## src/rtl/stepvol_pkg.sv

```systemverilog
package stepvol_pkg;
    typedef enum logic [1:0] {
        ST_IDLE  = 2'd0,
        ST_RAISE = 2'd1,
        ST_LOWER = 2'd2,
        ST_CLEAR = 2'd3
    } step_state_e;

    localparam int unsigned BTN_UP  = 0;
    localparam int unsigned BTN_DN  = 1;
    localparam int unsigned BTN_CLR = 2;
    localparam int unsigned BTN_NUM = 3;
endpackage

```

## src/rtl/stepvol_btn_filter.sv

```systemverilog
module stepvol_btn_filter #(
    parameter int unsigned DEB_CYCLES = 4
) (
    input  logic clk,
    input  logic rst_n,
    input  logic raw_i,
    output logic clean_o
);
    localparam int unsigned CW = $clog2(DEB_CYCLES + 1);

    logic          sync_q1;
    logic          sync_q2;
    logic [CW-1:0] run_q;

    // two-flop synchroniser for an asynchronous button
    always_ff @(posedge clk or negedge rst_n) begin
        if (!rst_n) begin
            sync_q1 <= 1'b0;
            sync_q2 <= 1'b0;
        end else begin
            sync_q1 <= raw_i;
            sync_q2 <= sync_q1;
        end
    end

    // accept a new value only after it persists for DEB_CYCLES clocks
    always_ff @(posedge clk or negedge rst_n) begin
        if (!rst_n) begin
            run_q   <= '0;
            clean_o <= 1'b0;
        end else if (sync_q2 == clean_o) begin
            run_q <= '0;
        end else if (run_q == CW'(DEB_CYCLES - 1)) begin
            clean_o <= sync_q2;
            run_q   <= '0;
        end else begin
            run_q <= run_q + 1'b1;
        end
    end
endmodule

```

## src/rtl/stepvol_tick_gen.sv

```systemverilog
module stepvol_tick_gen #(
    parameter int unsigned TICK_DIV = 16
) (
    input  logic clk,
    input  logic rst_n,
    output logic tick_o
);
    localparam int unsigned CW = (TICK_DIV > 2) ? $clog2(TICK_DIV) : 1;
    localparam logic [CW-1:0] LAST = CW'(TICK_DIV - 1);

    logic [CW-1:0] div_q;

    always_ff @(posedge clk or negedge rst_n) begin
        if (!rst_n)             div_q <= '0;
        else if (div_q == LAST) div_q <= '0;
        else                    div_q <= div_q + 1'b1;
    end

    assign tick_o = (div_q == LAST);
endmodule

```

## src/rtl/stepvol_level_fsm.sv

```systemverilog
module stepvol_level_fsm
    import stepvol_pkg::*;
#(
    parameter int unsigned LEVEL_W = 4
) (
    input  logic               clk,
    input  logic               rst_n,
    input  logic               up_i,
    input  logic               dn_i,
    input  logic               clr_i,
    input  logic               tick_i,
    output step_state_e        state_o,
    output logic [LEVEL_W-1:0] level_o
);
    localparam logic [LEVEL_W-1:0] LVL_MAX = '1;
    localparam logic [LEVEL_W-1:0] LVL_MIN = '0;

    step_state_e state_q;
    step_state_e state_d;

    // next state: clear wins, then a single held direction
    always_comb begin
        if (clr_i)              state_d = ST_CLEAR;
        else if (up_i && !dn_i) state_d = ST_RAISE;
        else if (dn_i && !up_i) state_d = ST_LOWER;
        else                    state_d = ST_IDLE;
    end

    // state register
    always_ff @(posedge clk or negedge rst_n) begin
        if (!rst_n) state_q <= ST_IDLE;
        else        state_q <= state_d;
    end

    // output register: saturating level
    always_ff @(posedge clk or negedge rst_n) begin
        if (!rst_n) begin
            level_o <= LVL_MIN;
        end else begin
            unique case (state_q)
                ST_IDLE:  level_o <= level_o;
                ST_RAISE: if (tick_i && level_o != LVL_MAX) level_o <= level_o + 1'b1;
                ST_LOWER: if (tick_i && level_o != LVL_MIN) level_o <= level_o - 1'b1;
                ST_CLEAR: level_o <= LVL_MIN;
                default:  level_o <= level_o;
            endcase
        end
    end

    assign state_o = state_q;
endmodule

```

## src/rtl/stepvol_ctrl.sv

```systemverilog
module stepvol_ctrl
    import stepvol_pkg::*;
#(
    parameter int unsigned LEVEL_W    = 4,
    parameter int unsigned TICK_DIV   = 16,
    parameter int unsigned DEB_CYCLES = 4
) (
    input  logic               clk,
    input  logic               rst_n,
    input  logic               btn_up_i,
    input  logic               btn_dn_i,
    input  logic               btn_clr_i,
    output logic [LEVEL_W-1:0] ch_a_en_o,
    output logic [LEVEL_W-1:0] ch_b_en_o
);
    logic [BTN_NUM-1:0] btn_raw;
    logic [BTN_NUM-1:0] btn_clean;
    logic               step_tick;
    step_state_e        fsm_state;
    logic [LEVEL_W-1:0] level;

    assign btn_raw[BTN_UP]  = btn_up_i;
    assign btn_raw[BTN_DN]  = btn_dn_i;
    assign btn_raw[BTN_CLR] = btn_clr_i;

    for (genvar b = 0; b < BTN_NUM; b++) begin : g_btn
        stepvol_btn_filter #(.DEB_CYCLES(DEB_CYCLES)) u_filt (
            .clk     (clk),
            .rst_n   (rst_n),
            .raw_i   (btn_raw[b]),
            .clean_o (btn_clean[b])
        );
    end

    stepvol_tick_gen #(.TICK_DIV(TICK_DIV)) u_tick (
        .clk    (clk),
        .rst_n  (rst_n),
        .tick_o (step_tick)
    );

    stepvol_level_fsm #(.LEVEL_W(LEVEL_W)) u_fsm (
        .clk     (clk),
        .rst_n   (rst_n),
        .up_i    (btn_clean[BTN_UP]),
        .dn_i    (btn_clean[BTN_DN]),
        .clr_i   (btn_clean[BTN_CLR]),
        .tick_i  (step_tick),
        .state_o (fsm_state),
        .level_o (level)
    );

    assign ch_a_en_o = level;
    assign ch_b_en_o = level;
endmodule

```

## config.mk

```make
export PLATFORM = sky130hd
export DESIGN_NAME = stepvol_ctrl
export DESIGN_NICKNAME = d
export VERILOG_FILES = /design/src/rtl/stepvol_pkg.sv /design/src/rtl/stepvol_btn_filter.sv /design/src/rtl/stepvol_tick_gen.sv /design/src/rtl/stepvol_level_fsm.sv /design/src/rtl/stepvol_ctrl.sv
export SDC_FILE = /design/constraint.sdc
export NUM_CORES = 1
export LEC_CHECK = 0
export BUFFER_PORTS_ARGS = -buffer_cell sky130_fd_sc_hd__clkbuf_2
export CAP_MARGIN = 5
export CORE_UTILIZATION = 40
export CTS_BUF_LIST = sky130_fd_sc_hd__clkbuf_2 sky130_fd_sc_hd__clkbuf_4 sky130_fd_sc_hd__clkbuf_8
export CTS_CLUSTER_SIZE = 12
export DETAILED_ROUTE_END_ITERATION = 7
export HOLD_SLACK_MARGIN = 0.03
export PLACE_DENSITY = 0.7
export SETUP_SLACK_MARGIN = 0.5
export SLEW_MARGIN = 40
export SYNTH_ARGS = -nofsm -noshare
export SYNTH_HDL_FRONTEND = slang
export SYNTH_HIERARCHICAL = 1
export SYNTH_SLANG_ARGS = --single-unit
```

## constraint.sdc

```tcl
create_clock -name clk -period 3 [get_ports clk]
set_input_delay 0 -clock clk [delete_from_list [all_inputs] [get_ports clk]]
set_output_delay 0 -clock clk [all_outputs]
set_load 0.03 [all_outputs]
```

# Word-level counts from Yosys, hierarchy flattened
# Index checks and enable logic that the tools add are counted.
[word_totals] ff_bits=28 in_bits=5 output_inout_bits=8 elab_cells=63
[classes] add_sub_neg=6 eq_ne=13 mux=13 bitwise_logic=4 reduce_logical=12
[op_table] cell="3-bit 2-to-1 mux" n=6
[op_table] cell="4-bit 2-to-1 mux" n=3
[op_table] cell="4-bit one-hot mux with 3 select lines" n=1
[op_table] cell="3-bit by 1-bit adder with 3-bit output, second input constant" n=3
[op_table] cell="3-bit by 2-bit equality test with 1-bit output, second input constant" n=3
[op_table] cell="4-bit by 1-bit adder with 4-bit output, second input constant" n=2
[op_table] cell="2-bit 2-to-1 mux" n=3
[op_table] cell="2-bit AND reduction" n=3
[op_table] cell="2-bit equality test, second input constant" n=2
[op_table] cell="4-bit equality test, second input constant" n=1
[op_table] cell="1-bit logical AND" n=4
[op_table] cell="2-bit by 1-bit inequality test with 1-bit output, second input constant" n=2
[op_table] cell="4-bit inequality test, second input constant" n=1
[op_table] cell="1-bit inverter" n=4
[op_table] cell="4-bit nonzero test" n=1
[op_table] cell="4-bit by 1-bit subtractor with 4-bit output, second input constant" n=1
[op_table] cell="1-bit equality test" n=3
[op_table] cell="3-bit AND reduction" n=1
[op_table] cell="2-bit by 1-bit equality test with 1-bit output, second input constant" n=1
[op_table] cell="1-bit zero test" n=2
[op_table] cell="2-bit zero test" n=1

# Logic depth before layout (Yosys ltp)
[logic_depth] ltp_word=5 depth_mapped=7 mapped_depth_nobuf=7

# Modules after synthesis
# The synthesis kept the hierarchy.
[by_module_without_submodules] mod="stepvol_btn_filter at g_btn[1].u_filt ..." instances=2 cells_each=13 area_each_um2=216.5 seq_area_each_um2=150.1
[by_module_without_submodules] mod="stepvol_level_fsm" instances=1 cells_each=32 area_each_um2=341.6 seq_area_each_um2=150.1
[by_module_without_submodules] mod="stepvol_btn_filter at g_btn[0].u_filt" instances=1 cells_each=13 area_each_um2=229.0 seq_area_each_um2=150.1
[by_module_without_submodules] mod="stepvol_tick_gen" instances=1 cells_each=13 area_each_um2=168.9 seq_area_each_um2=100.1
[by_module_without_submodules] mod="stepvol_ctrl" instances=1 cells_each=4 area_each_um2=30.0 seq_area_each_um2=0.0

# Worst setup path after synthesis
# No wires, ideal clock.
[synth_path] kind="reg2reg" from="register u_fsm.level_o[1]" to="register u_fsm.level_o[2]" setup_ns=0.087 arrival_ns=1.627 required_ns=2.913 slack_ns=1.286 path_stages_with_launch=7 path_buffers=0 synth_period_minus_slack_ns=1.714 path_cell_list="dfrtp_1 xor2_1 ha_1 nor2_1 mux2i_1 or4_1 a22oi_1"
[synth_via] elab_chain_cells=4 elab_cells_between_ends=12 classes_between="add/sub: 2; eq/ne: 3; mux: 3; reduce/logical: 4"
[synth_lines] element="from (decl)" line="stepvol_level_fsm.sv:13" rtl="output logic [LEVEL_W-1:0] level_o"
[synth_lines] element="from (signal assigned)" line="stepvol_level_fsm.sv:41" rtl="ST_IDLE: level_o <= level_o;"
[synth_lines] element="from (signal assigned)" line="stepvol_level_fsm.sv:42" rtl="ST_RAISE: if (tick_i && level_o != LVL_MAX) level_o <= level_o + 1'b1;"
[synth_lines] element="from (signal assigned)" line="stepvol_level_fsm.sv:43" rtl="ST_LOWER: if (tick_i && level_o != LVL_MIN) level_o <= level_o - 1'b1;"
[synth_lines] element="parallel branches: the longest is 4 deep, another holds 4-bit by 1-bit subtractor with 4-bit output"
# Several ways; the timed one is not identified. The select of a mux whose other input is x is not followed.
# A chain may end at the register's enable or synchronous reset.

# Worst setup path after layout
[layout_path] from="register u_fsm.state_q[0] (netlist: u_fsm/state_o[0])" to="register u_fsm.level_o[2]"
[layout_via] elab_chain_cells=3 elab_cells_between_ends=9 classes_between="eq/ne: 5; mux: 1; bitwise: 1; reduce/logical: 2"
[layout_lines] element="from (decl)" line="stepvol_level_fsm.sv:18" rtl="step_state_e state_q;"
[layout_lines] element="from (signal assigned)" line="stepvol_level_fsm.sv:32" rtl="else state_q <= state_d;"
[layout_lines] element="2-bit equality test, or another cell as far along" line="stepvol_level_fsm.sv:40" rtl="unique case (state_q)"
[layout_lines] element="2-bit by 1-bit inequality test with 1-bit output (no line) / 1-bit inverter (equally long branches)"
[layout_lines] element="3-bit AND reduction (no line)"
# Parallel ways exist; a longest one is shown, timed or not.

==> flow_metrics.tcl <==
set metrics [dict create \
    synth_warnings 6 \
    fin_cells 135 \
    critPathKind "reg -> reg" \
    crit_chain "nor2b_1 > xor2_1 > ha_1 > nor2_1 > mux2i_1 > or4_1 > a22oi_1" \
    fillers 256 \
    path_max_fanout 8 \
    maxSlewHeadroom_pct 56.05 \
    power.leakage_nw 0.6528 \
    place.gp.congestion 0.7539 \
    port_buffers 12 \
    grt_usage_pct 11.58 \
    drive_gt1_share_pct 26.92 \
    grt_pass1_vias 680 \
    yosys.area.top_type_share_pct 58.27 \
    max_freq_ghz 0.5170 \
    cts_setup_buffers 0 \
    worst_slew_pin_slew_ns 0.6593 \
    crit_slowest_cell "dfrtp_1" \
    drtIter0Drc 26 \
    synthCells 88 \
    async_reset_ff_share_pct 100.0 \
    coreArea_mm2 0.002805 \
    arrival_ns 2.20 \
    setup_viol 0 \
    nets 115 \
    cts.sinks 28 \
    critical-path-max-stage-delay_ns 0.49 \
    ys_types 32 \
    synth.top_cells.by_area "dfrtp_1 58%, ha_1 5.2%, nor2b_4 3.4%, nor3b_1 3.1%, buf_4 2.5%" \
    cts_root_buf "clkbuf_4" \
    ant_nets 0 \
    yosysSeqAreaShare_pct 58.27 \
    setup_tns_ns 0 \
    firstDrtPassIters 6 \
    die_w_um 56.83 \
    antenna_found_initial 0 \
    cts.htree.levels 1 \
    num_vias 701 \
    clk-insertion-delay-late_ns 0.33 \
    maxSlewViolCount 0 \
    multi_input_area_um2 464.2 \
    drc 8 \
    grt_max_degree 29 \
    rsz0062_at_grt "no" \
    status "complete, but fails checks" \
    synth_edf_count 0 \
    crit_required_ns 3.26 \
    initial_core_util_pct 42.86 \
    place_inst 127 \
    ys.flop_type "dfrtp_1" \
    routed_wl_um 1681 \
    clk_path_buf_depth 2 \
    rows 19 \
    violations "design-rule violations" \
    grt_pass1_wl_um 2904 \
    final_common_cell "dfrtp_1" \
    design.portCount 13 \
    skew_ns 0.006690 \
    syn_area_per_cell_um2 13.66 \
    numCtsBuffers 3 \
    synth.ff_latch_count 28 \
    syn2layout_area_growth_pct 13.42 \
    final-seq-area_um2 700.7 \
    path_clk_slew_ns 0.15 \
    routed_via_density 5.193 \
    powerDensity_mw_per_mm2 835.7 \
    dp_hpwl_um 1159 \
    final_cell_mix "28 x dfrtp_1, 12 x clkbuf_2, 5 x ha_1, 5 x nor3b_1" \
    critPathLaunchType "register" \
    diodes 0 \
    drv_cap 0 \
    mappedNetlistNets 98 \
    die_area_mm2 0.003229 \
    wl_per_cell_um 12.45 \
    die_y_um 56.83 \
    vdd_drop_max_mv 0.4399 \
    hold_violations 0 \
    overflow 0 \
    min_period_ns 1.934 \
    synth_top_cell_by_area "dfrtp_1" \
    netlist_area_mm2 0.001202 \
    cts_tree "done" \
    setup.worst_path.end_class "register" \
    hold_path_class "in -> async" \
    period_share_pct 64.48 \
]
==> registers in the layout, indices dropped and copies added (netlist names) <==
| signal | count |
|---|---|
| g_btn.u_filt/run_q | 9 |
| g_btn.u_filt/clean_o | 3 |
| g_btn.u_filt/sync_q2 | 3 |
| u_tick/div_q | 4 |
| g_btn.u_filt/sync_q1 | 3 |
| u_fsm/level_o | 4 |
| u_fsm/state_o | 2 |
==> cell usage after synthesis, types with 2 or more instances <==
cell type / instances
xor2_1: 2
nor3_1: 3
nor3b_1: 5
o21a_1: 2
a2bb2oi_1: 2
ha_1: 5
dfrtp_1: 28
a21o_1: 3
buf_4: 4
nand2_1: 2
nor2_1: 4
mux2_2: 2
xnor2_1: 3
nor2b_1: 2
inv_1: 2
nor2b_4: 3
==> power by group <==
part	switching, mW	internal (mW)	leakage [nW]
Sequential	0.0904	0.461	0.354
Combinational	0.176	0.166	0.271
Clock	0.111	0.135	0.0279
Total	0.377	0.763	0.653
==> per-stage QoR <==
step | total power, mW | area, um^2 | hold slack, ns | utilization [%] | setup WS (ns)
6_report | 1.140 | 1364 | 0.2070 | 48.62 | 1.066
5_1_grt | 1.210 | 1364 | 0.2673 | 48.62 | 0.9511
4_1_cts | 1.146 | 1364 | 0.2264 | 48.62 | 1.112
3_5_place_dp | 0.8976 | 1271 | 0.06663 | 45.32 | 1.147
3_3_place_gp | 0.8786 | 1271 | 0.05994 | 45.32 | 1.198
2_1_floorplan | 0.8291 | 1202 | -0.2956 | - | 1.286
==> cell type report <==
class,instances,area share [%]
clock buffer,3,1.651
multi-input combinational,54,34.04
inverter,2,0.5505
tap,31,2.844
clock inverter,1,2.202
sequential,28,51.38
timing repair buffer,16,7.339
==> what timing repair did <==
action	4_1_cts	5_1_grt
endpoints found under the setup margin	0	0
hold buffers	4	0
hold endpoints to repair	31	0
resized for setup	0	0
==> critical path: cells and delay by family, from the launching register on <==
kind,cells,cell delay [ns]
multiplexers,1,0.10
AO/OA/AOI/OAI,1,0.16
flip-flops,1,0.49
XOR/XNOR,1,0.12
AND/OR/NAND/NOR,3,0.79
adder cells (fa/ha/maj),1,0.22
==> metal layers <==
layer / vias up / wire length, um / global-route usage, %
met4: 0 / 17 / 2.091
li1: 341 / - / -
met1: 339 / 834 / 15.04
met5: - / 0 / 0
met2: 19 / 752 / 18.37
met3: 2 / 78 / 4.839
==> final timing paths <==
path                                             to                    start  slack (ns)  cells past startpoint
setup / recovery                   u_fsm/level_o[2]         u_fsm/state_o[0]        1.07                      7
hold / removal             g_btn[2].u_filt/run_q[0]                    rst_n        0.21                      2
setup reg to reg                   u_fsm/level_o[2]         u_fsm/state_o[0]        1.07                      7
hold reg to reg             g_btn[1].u_filt/sync_q2  g_btn[1].u_filt/sync_q1        0.37                      0
max in group asynchronous  g_btn[0].u_filt/run_q[1]                    rst_n        2.37                      2
min in group clk            g_btn[0].u_filt/sync_q1                 btn_up_i        0.31                      2
==> logic make-up (layout without fill, tap and decap cells) <==
logic type	Yosys count	after routing	share of synthesized area, %
DFF	28	28	58.27
and+or+nand+nor	27	27	17.27
AOI/OAI and AO/OA	13	13	8.533
buffers and inverters	6	22	3.122
adders and majority gates	5	5	5.203
xor gates and xnor gates	5	5	3.643
muxes	4	4	3.954
Note: power is estimated with default switching activity, not from simulation.
